<file path="config.mk">
export PLATFORM = sky130hd
export DESIGN_NAME = pix_unpack
export DESIGN_NICKNAME = d
export VERILOG_FILES = /design/src/rtl/pix_unpack_pkg.sv /design/src/rtl/unpack_slot_mux.sv /design/src/rtl/unpack_hold.sv /design/src/rtl/unpack_frame_cnt.sv /design/src/rtl/pix_unpack.sv
export SDC_FILE = /design/constraint.sdc
export NUM_CORES = 1
export LEC_CHECK = 0
export BUFFER_PORTS_ARGS = -buffer_cell sky130_fd_sc_hd__buf_4
export CELL_PAD_IN_SITES_DETAIL_PLACEMENT = 1
export CELL_PAD_IN_SITES_GLOBAL_PLACEMENT = 2
export CORE_ASPECT_RATIO = 2
export CORE_MARGIN = 4
export CORE_UTILIZATION = 30
export DETAILED_ROUTE_END_ITERATION = 7
export PLACE_DENSITY = 0.86
export SLEW_MARGIN = 20
export SYNTH_ARGS = -nofsm -noshare
export SYNTH_HDL_FRONTEND = slang
export SYNTH_SLANG_ARGS = --single-unit
</file>
<file path="constraint.sdc">
create_clock -name clk -period 2.9 [get_ports clk]
set_clock_uncertainty 0.05 [all_clocks]
set_input_delay 0.29 -clock clk [delete_from_list [all_inputs] [get_ports clk]]
set_output_delay 0.29 -clock clk [all_outputs]
set_load 0.01 [all_outputs]
</file>
<file path="src/rtl/pix_unpack_pkg.sv">
package pix_unpack_pkg;

  // Whole pixels that fit in one memory word; leftover bits are padding.
  function automatic int slots_per_word(input int word_w, input int pixel_w);
    return word_w / pixel_w;
  endfunction

  // Index width for a slot counter, never narrower than one bit.
  function automatic int slot_idx_w(input int slots);
    return (slots > 1) ? $clog2(slots) : 1;
  endfunction

endpackage

</file>
<file path="src/rtl/unpack_slot_mux.sv">
module unpack_slot_mux #(
  parameter int PIXEL_W = 24,
  parameter int WORD_W  = 64,
  parameter int SLOTS   = 2,
  parameter int IDX_W   = 1
) (
  input  logic [WORD_W-1:0]  word,
  input  logic [IDX_W-1:0]   idx,
  output logic [PIXEL_W-1:0] pixel
);

  logic [PIXEL_W-1:0] lane [SLOTS];

  for (genvar k = 0; k < SLOTS; k++) begin : g_lane
    assign lane[k] = word[k*PIXEL_W +: PIXEL_W];
  end

  always_comb begin
    pixel = '0;
    for (int k = 0; k < SLOTS; k++) begin
      if (idx == IDX_W'(k)) pixel = lane[k];
    end
  end

endmodule

</file>
<file path="src/rtl/unpack_hold.sv">
module unpack_hold #(
  parameter int WORD_W = 64,
  parameter int SLOTS  = 2,
  parameter int IDX_W  = 1
) (
  input  logic              clk,
  input  logic              rst_n,
  input  logic              flush,
  input  logic              load,
  input  logic [WORD_W-1:0] word_in,
  input  logic              advance,
  input  logic              drop,
  output logic [WORD_W-1:0] word_q,
  output logic [IDX_W-1:0]  idx_q,
  output logic              full_q,
  output logic              at_last
);

  localparam logic [IDX_W-1:0] LAST_IDX = IDX_W'(SLOTS - 1);

  assign at_last = (idx_q == LAST_IDX);

  always_ff @(posedge clk) begin
    if (!rst_n) begin
      word_q <= '0;
      idx_q  <= '0;
      full_q <= 1'b0;
    end else if (flush) begin
      full_q <= 1'b0;
      idx_q  <= '0;
    end else if (load) begin
      word_q <= word_in;
      idx_q  <= '0;
      full_q <= 1'b1;
    end else if (advance) begin
      if (at_last || drop) begin
        full_q <= 1'b0;
        idx_q  <= '0;
      end else begin
        idx_q <= idx_q + 1'b1;
      end
    end
  end

endmodule

</file>
<file path="src/rtl/unpack_frame_cnt.sv">
module unpack_frame_cnt #(
  parameter int CNT_W = 24
) (
  input  logic             clk,
  input  logic             rst_n,
  input  logic             load,
  input  logic [CNT_W-1:0] load_val,
  input  logic             dec,
  output logic             active,
  output logic             final_px
);

  logic [CNT_W-1:0] left_q;

  assign active   = (left_q != '0);
  assign final_px = (left_q == CNT_W'(1));

  always_ff @(posedge clk) begin
    if (!rst_n) begin
      left_q <= '0;
    end else if (load) begin
      left_q <= load_val;
    end else if (dec && active) begin
      left_q <= left_q - 1'b1;
    end
  end

endmodule

</file>
<file path="src/rtl/pix_unpack.sv">
module pix_unpack #(
  parameter int PIXEL_W = 24,
  parameter int WORD_W  = 64,
  parameter int CNT_W   = 24
) (
  input  logic               clk,
  input  logic               rst_n,
  input  logic               frame_start,
  input  logic [CNT_W-1:0]   frame_pixels,
  input  logic               in_valid,
  output logic               in_ready,
  input  logic [WORD_W-1:0]  in_word,
  output logic               out_valid,
  input  logic               out_ready,
  output logic [PIXEL_W-1:0] out_pixel,
  output logic               out_last
);

  import pix_unpack_pkg::*;

  localparam int SLOTS = slots_per_word(WORD_W, PIXEL_W);
  localparam int IDX_W = slot_idx_w(SLOTS);

  if (SLOTS < 1) begin : g_bad_size
    $error("pix_unpack: a word must hold at least one pixel");
  end

  logic [WORD_W-1:0] held_word;
  logic [IDX_W-1:0]  slot_idx;
  logic              held_full;
  logic              slot_last;
  logic              frm_active;
  logic              frm_final;
  logic              take_px;
  logic              take_word;

  assign out_valid = held_full && frm_active;
  assign out_last  = out_valid && frm_final;
  assign take_px   = out_valid && out_ready;

  // Refill when empty, or when the last slot leaves now and the frame goes on.
  assign in_ready  = frm_active && !frame_start &&
                     (!held_full || (out_ready && slot_last && !frm_final));
  assign take_word = in_valid && in_ready;

  unpack_frame_cnt #(.CNT_W(CNT_W)) i_cnt (
    .clk      (clk),
    .rst_n    (rst_n),
    .load     (frame_start),
    .load_val (frame_pixels),
    .dec      (take_px),
    .active   (frm_active),
    .final_px (frm_final)
  );

  unpack_hold #(.WORD_W(WORD_W), .SLOTS(SLOTS), .IDX_W(IDX_W)) i_hold (
    .clk     (clk),
    .rst_n   (rst_n),
    .flush   (frame_start),
    .load    (take_word),
    .word_in (in_word),
    .advance (take_px),
    .drop    (frm_final),
    .word_q  (held_word),
    .idx_q   (slot_idx),
    .full_q  (held_full),
    .at_last (slot_last)
  );

  unpack_slot_mux #(.PIXEL_W(PIXEL_W), .WORD_W(WORD_W), .SLOTS(SLOTS), .IDX_W(IDX_W)) i_mux (
    .word  (held_word),
    .idx   (slot_idx),
    .pixel (out_pixel)
  );

endmodule

</file>
* Yosys cells after proc, flatten, opt, wreduce, memory -nomap -nowiden
Cells that the tools add are included.
Widths: inputs -> output; s select.
** Storage, ports and cells
- Output and inout port bits :: 27
- Register bits after elaboration :: 74
- Logic and storage cells :: 38
- Latch bits :: 0
- Memory bits (read-only) :: 0
- Bits in writable memories :: 0
- Memories kept :: 0
** Operators by class
- Magnitude comparators :: 0
- Multiply operators :: 0
- Reductions and logical operators :: 22
- Eq/ne operators :: 1
- Multiplexer cells :: 7
- $add $sub $neg :: 2
- Shift operators :: 0
- Div/mod/pow operators :: 0
- Bitwise operators :: 2
** Operators by type and width (count)
- $mux 24 :: 3
- $eq 24x1->1 const B :: 1
- $reduce_bool 24->1 :: 1
- $sub 24x1->24 const B :: 1
- $logic_and 1x1->1 :: 9
- $reduce_bool 2->1 :: 3
- $mux 1 :: 4
- $reduce_and 2->1 :: 2
- $logic_not 1->1 :: 3
- $reduce_or 3->1 :: 1
- $logic_or 1x1->1 :: 2
- $not 1->1 :: 2
- $reduce_or 2->1 :: 1
- $add 1x1->1 const B :: 1

* Logic depth before layout (Yosys ltp)
- Depth in word-level cells :: 8
- Mapped depth :: 7
- Depth with buffers taken out :: 7

* Modules after synthesis
A second synthesis with hierarchy kept.
** Unflattened totals
- Cell total of the unflattened synthesis :: 503
- Area, all modules :: 4659.5 um^2
** By module, submodules not included
- unpack_hold :: area each 2741.4 um^2, times used 1, seq. area each 1321.3 um^2, cells each 289
- unpack_frame_cnt :: area each 1453.9 um^2, times used 1, seq. area each 480.5 um^2, cells each 179
- unpack_slot_mux :: area each 396.6 um^2, times used 1, seq. area each 0.0 um^2, cells each 27
- pix_unpack :: area each 67.6 um^2, times used 1, seq. area each 0.0 um^2, cells each 8

* Worst setup path after synthesis
OpenSTA, ideal clock, no wires.
- Path type :: flip-flop to output port
- Start :: register i_cnt.left_q[0]
- End :: output out_last
- Cell stages (with the launch flop) :: 7
- Path slack :: 0.809 ns
- Required time :: 2.560 ns
- Arrival :: 1.751 ns
- Cell sequence :: dfxtp_1 > inv_1 > ha_1 > and4_1 > buf_2 > a21oi_1 > nor4b_1
** On the way
- Cells in the longest elaborated chain, start to end :: 3
- Elaborated cells on any way between the ends :: 4
** Ends and longest elaborated chain
- start: declaration :: RTL line unpack_frame_cnt.sv:13 : logic [CNT_W-1:0] left_q;
- start signal: assignment :: RTL line unpack_frame_cnt.sv:22 : left_q <= load_val;
- start signal: assignment :: RTL line unpack_frame_cnt.sv:24 : left_q <= left_q - 1'b1;
- $reduce_bool 24->1 :: RTL line unpack_frame_cnt.sv:15 : assign active = (left_q != '0);
- $logic_and 1x1->1 :: RTL line pix_unpack.sv:37 : assign out_valid = held_full && frm_active;
- named net out_valid :: RTL line pix_unpack.sv:13 : output logic out_valid,
- $logic_and 1x1->1 :: RTL line pix_unpack.sv:38 : assign out_last = out_valid && frm_final;
- end: declaration :: RTL line pix_unpack.sv:16 : output logic out_last
The timed path passes the listed nets, and every way through them passes these cells.

* Final worst setup path
- Start :: register i_cnt.left_q[2]
- End :: output out_last
** On the way
- Cells in the longest elaborated chain, start to end :: 3
- Elaborated cells on any way between the ends :: 4
** Ends and longest elaborated chain (RTL line)
- $reduce_bool 24->1 :: unpack_frame_cnt.sv:15
- $logic_and 1x1->1 :: pix_unpack.sv:37
- $logic_and 1x1->1 * :: pix_unpack.sv:38
Every way passes the cells marked *; elsewhere a longest branch is shown, timed or not.

==> results_dict.tcl <==
set metrics [dict create \
    final_max_slew_viol_count 0 \
    overflow 0 \
    vias 3308 \
    routabilityCongestion 0.8254 \
    cts-root-buf "clkbuf_16" \
    finalInstanceArea_mm2 0.004956 \
    path_class "reg -> out" \
    yosysTopAreaCell "dfxtp_1" \
    vdd_drop_max_mv 0.3228 \
    syn_to_final_growth_pct 30.34 \
    synthTopCellsByCount "dfxtp_1 (74), nor2b_1 (55), mux2i_1 (49)" \
    ys_async_sr_fraction 0 \
    cap_violations 0 \
    firstDrtPassIters 4 \
    powerDensity_mw_per_mm2 520.5 \
    cts.clk_slew.worst_paths_ns 0.07 \
    die_h_um 167.2 \
    antenna_found_initial 0 \
    yosysMostFrequentCell "dfxtp_1" \
    avgSynthCellArea_um2 9.725 \
    power_w 0.002580 \
    cts_made_buffers 9 \
    drt_wl_total_um 11150 \
    slew_headroom 0.3603 \
    hold_path_class "in -> reg" \
    die_w_um 87.61 \
    synthCells 391 \
    setup_ws_ns 0.1753 \
    n_antenna_cell 0 \
    num-nets-final 579 \
    core_mm2 0.01248 \
    rsz0062_at_grt "no" \
    synth_area_mm2 0.003802 \
    fillers 1458 \
    cp-end-kind "primary output" \
    ys_types 44 \
    grt_pass1_wl_um 17550 \
    drt-initial-drc-count 70 \
    wl_per_cell_um 17.48 \
    track_usage 0.1527 \
    start_util 0.3046 \
    cts_hold_buffers 0 \
    post_cts_resized 0 \
    grt_max_degree 75 \
    tns_ns 0 \
    dp_slack_ns 0.2824 \
    multi_input_area_mm2 0.002155 \
    worstMarginPinSlew_ns 0.9353 \
    antenna_left 0 \
    yosysSeqAreaShare 0.3896 \
    clock.fmax_ghz 0.3670 \
    clkLatencyLatePin_ns 0.33 \
    regArea_mm2 0.001481 \
    rows 58 \
    hold_viol_final 0 \
    drive_gt1_frac 0.3176 \
    die_area_mm2 0.01465 \
    io_pins 120 \
    synthFlopType "dfxtp_1" \
    grt_pass1_vias 3521 \
    h-tree-depth 3 \
    period_share 0.9395 \
    yosys.area.top_type_share 0.3896 \
    p_leak_nw 2.133 \
    place_area_mm2 0.004673 \
    worstPathArrival_ns 2.38 \
    start_kind "flip-flop" \
    synth-edff-count 0 \
    synth_nets 487 \
    clock_sinks 74 \
    clockBufferDepth 2 \
    drc 0 \
    post_cts_buffers 0 \
    ys_ff_latch 74 \
    path_max_fanout 11 \
    setup_viol 0 \
    via_per_inst 5.185 \
    status "completed" \
    synth_area_leaders "dfxtp_1 (39%), mux2i_1 (13%), nor2b_1 (9.0%)" \
    cts_tree "built" \
    hpwl_um 8335 \
    portBuffers 103 \
    ys.warnings.count 0 \
    required_ns 2.56 \
    min_period_ns 2.725 \
]
-- registers in the layout, summed over array words and instances, names as in the netlist --
| name | cells |
|---|---|
| i_hold.at_last | 1 |
| i_cnt.left_q | 24 |
| i_hold.word_q | 48 |
| i_hold.full_q | 1 |
-- metal layers --
layer  up-vias  global-route usage  routed length, um
li1       1624                   -                  -
met1      1569              0.1493               3918
met2        92              0.2940               6312
met3        23             0.02511                504
met4         0             0.07415                415
met5         -                   0                  0
-- report_power, final --
part	switching, W	internal, W	total (W)	leakage, nW
registers	0.0000518	0.00107	0.00113	0.608
clock network	0.000472	0.000593	0.00107	0.135
logic	0.000181	0.000207	0.000389	1.39
-- kinds of logic (layout without fill, tap and decap cells) --
kind of cell    Yosys count  in the layout  share of synthesized area
xor+xnor                  3              3                   0.006911
simple gates            135            135                     0.2284
fa+ha+maj                 3              3                   0.009873
mux                      73             73                     0.2001
buf+inv                  33            130                    0.04376
flops                    74             74                     0.3896
compound gates           70             70                     0.1214
-- layout by cell type (no fill, tap or decap), drive strengths merged, types with 4 or more instances in the layout --
| master | count |
|---|---|
| nor3 | 15 |
| mux2i | 49 |
| nor4 | 9 |
| a31oi | 5 |
| a21oi | 7 |
| and4 | 6 |
| buf | 109 |
| o31ai | 4 |
| nor2b | 55 |
| nor2 | 6 |
| o21ai | 25 |
| dfxtp | 74 |
| nand3 | 6 |
| or3 | 5 |
| a211oi | 19 |
| nand2 | 8 |
| inv | 9 |
| nand4 | 5 |
| mux2 | 24 |
| clkbuf | 9 |
| nor3b | 5 |
| or4 | 6 |
-- final timing paths --
| kind | slack, ns | from | cells past startpoint | end |
|---|---|---|---|---|
| worst min register to register | 0.46 | i_hold.word_q[10]$_SDFFE_PN0P_ | 2 | i_hold.word_q[10]$_SDFFE_PN0P_ |
| worst max register to register | 0.29 | i_cnt.left_q[2]$_SDFFE_PN0P_ | 5 | i_cnt.left_q[22]$_SDFFE_PN0P_ |
| worst max-delay path | 0.18 | i_cnt.left_q[2]$_SDFFE_PN0P_ | 5 | out_last |
| worst min-delay path | 0.16 | in_word[18] | 3 | i_hold.word_q[18]$_SDFFE_PN0P_ |
-- worst max-delay path, stage by stage, from the launching register on --
cell and delay (ns):
dfxtp_1 0.38, nor4_4 0.55, and4_1 0.52, a21oi_1 0.23, nor4b_1 0.21, buf_4 0.15
-- stage by stage --
step	std cells	util	hold WS, ns
3_5_place_dp	622	0.3744	0.4548
3_3_place_gp	622	0.3744	0.4424
6_report	638	0.3971	0.1598
2_1_floorplan	391	-	0.4062
4_1_cts	638	0.3971	0.1505
5_1_grt	638	0.3971	0.1659
-- cell type report --
type                    instances  share of cell area
multi-input cells             284              0.4347
flip-flops and latches         74              0.2989
repair buffers                109              0.1676
inverters                       5            0.003787
well taps                     150             0.03787
clock inverters                 7             0.01161
clock buffers                   9             0.04544
No activity file was read; power rests on OpenSTA's default activity.
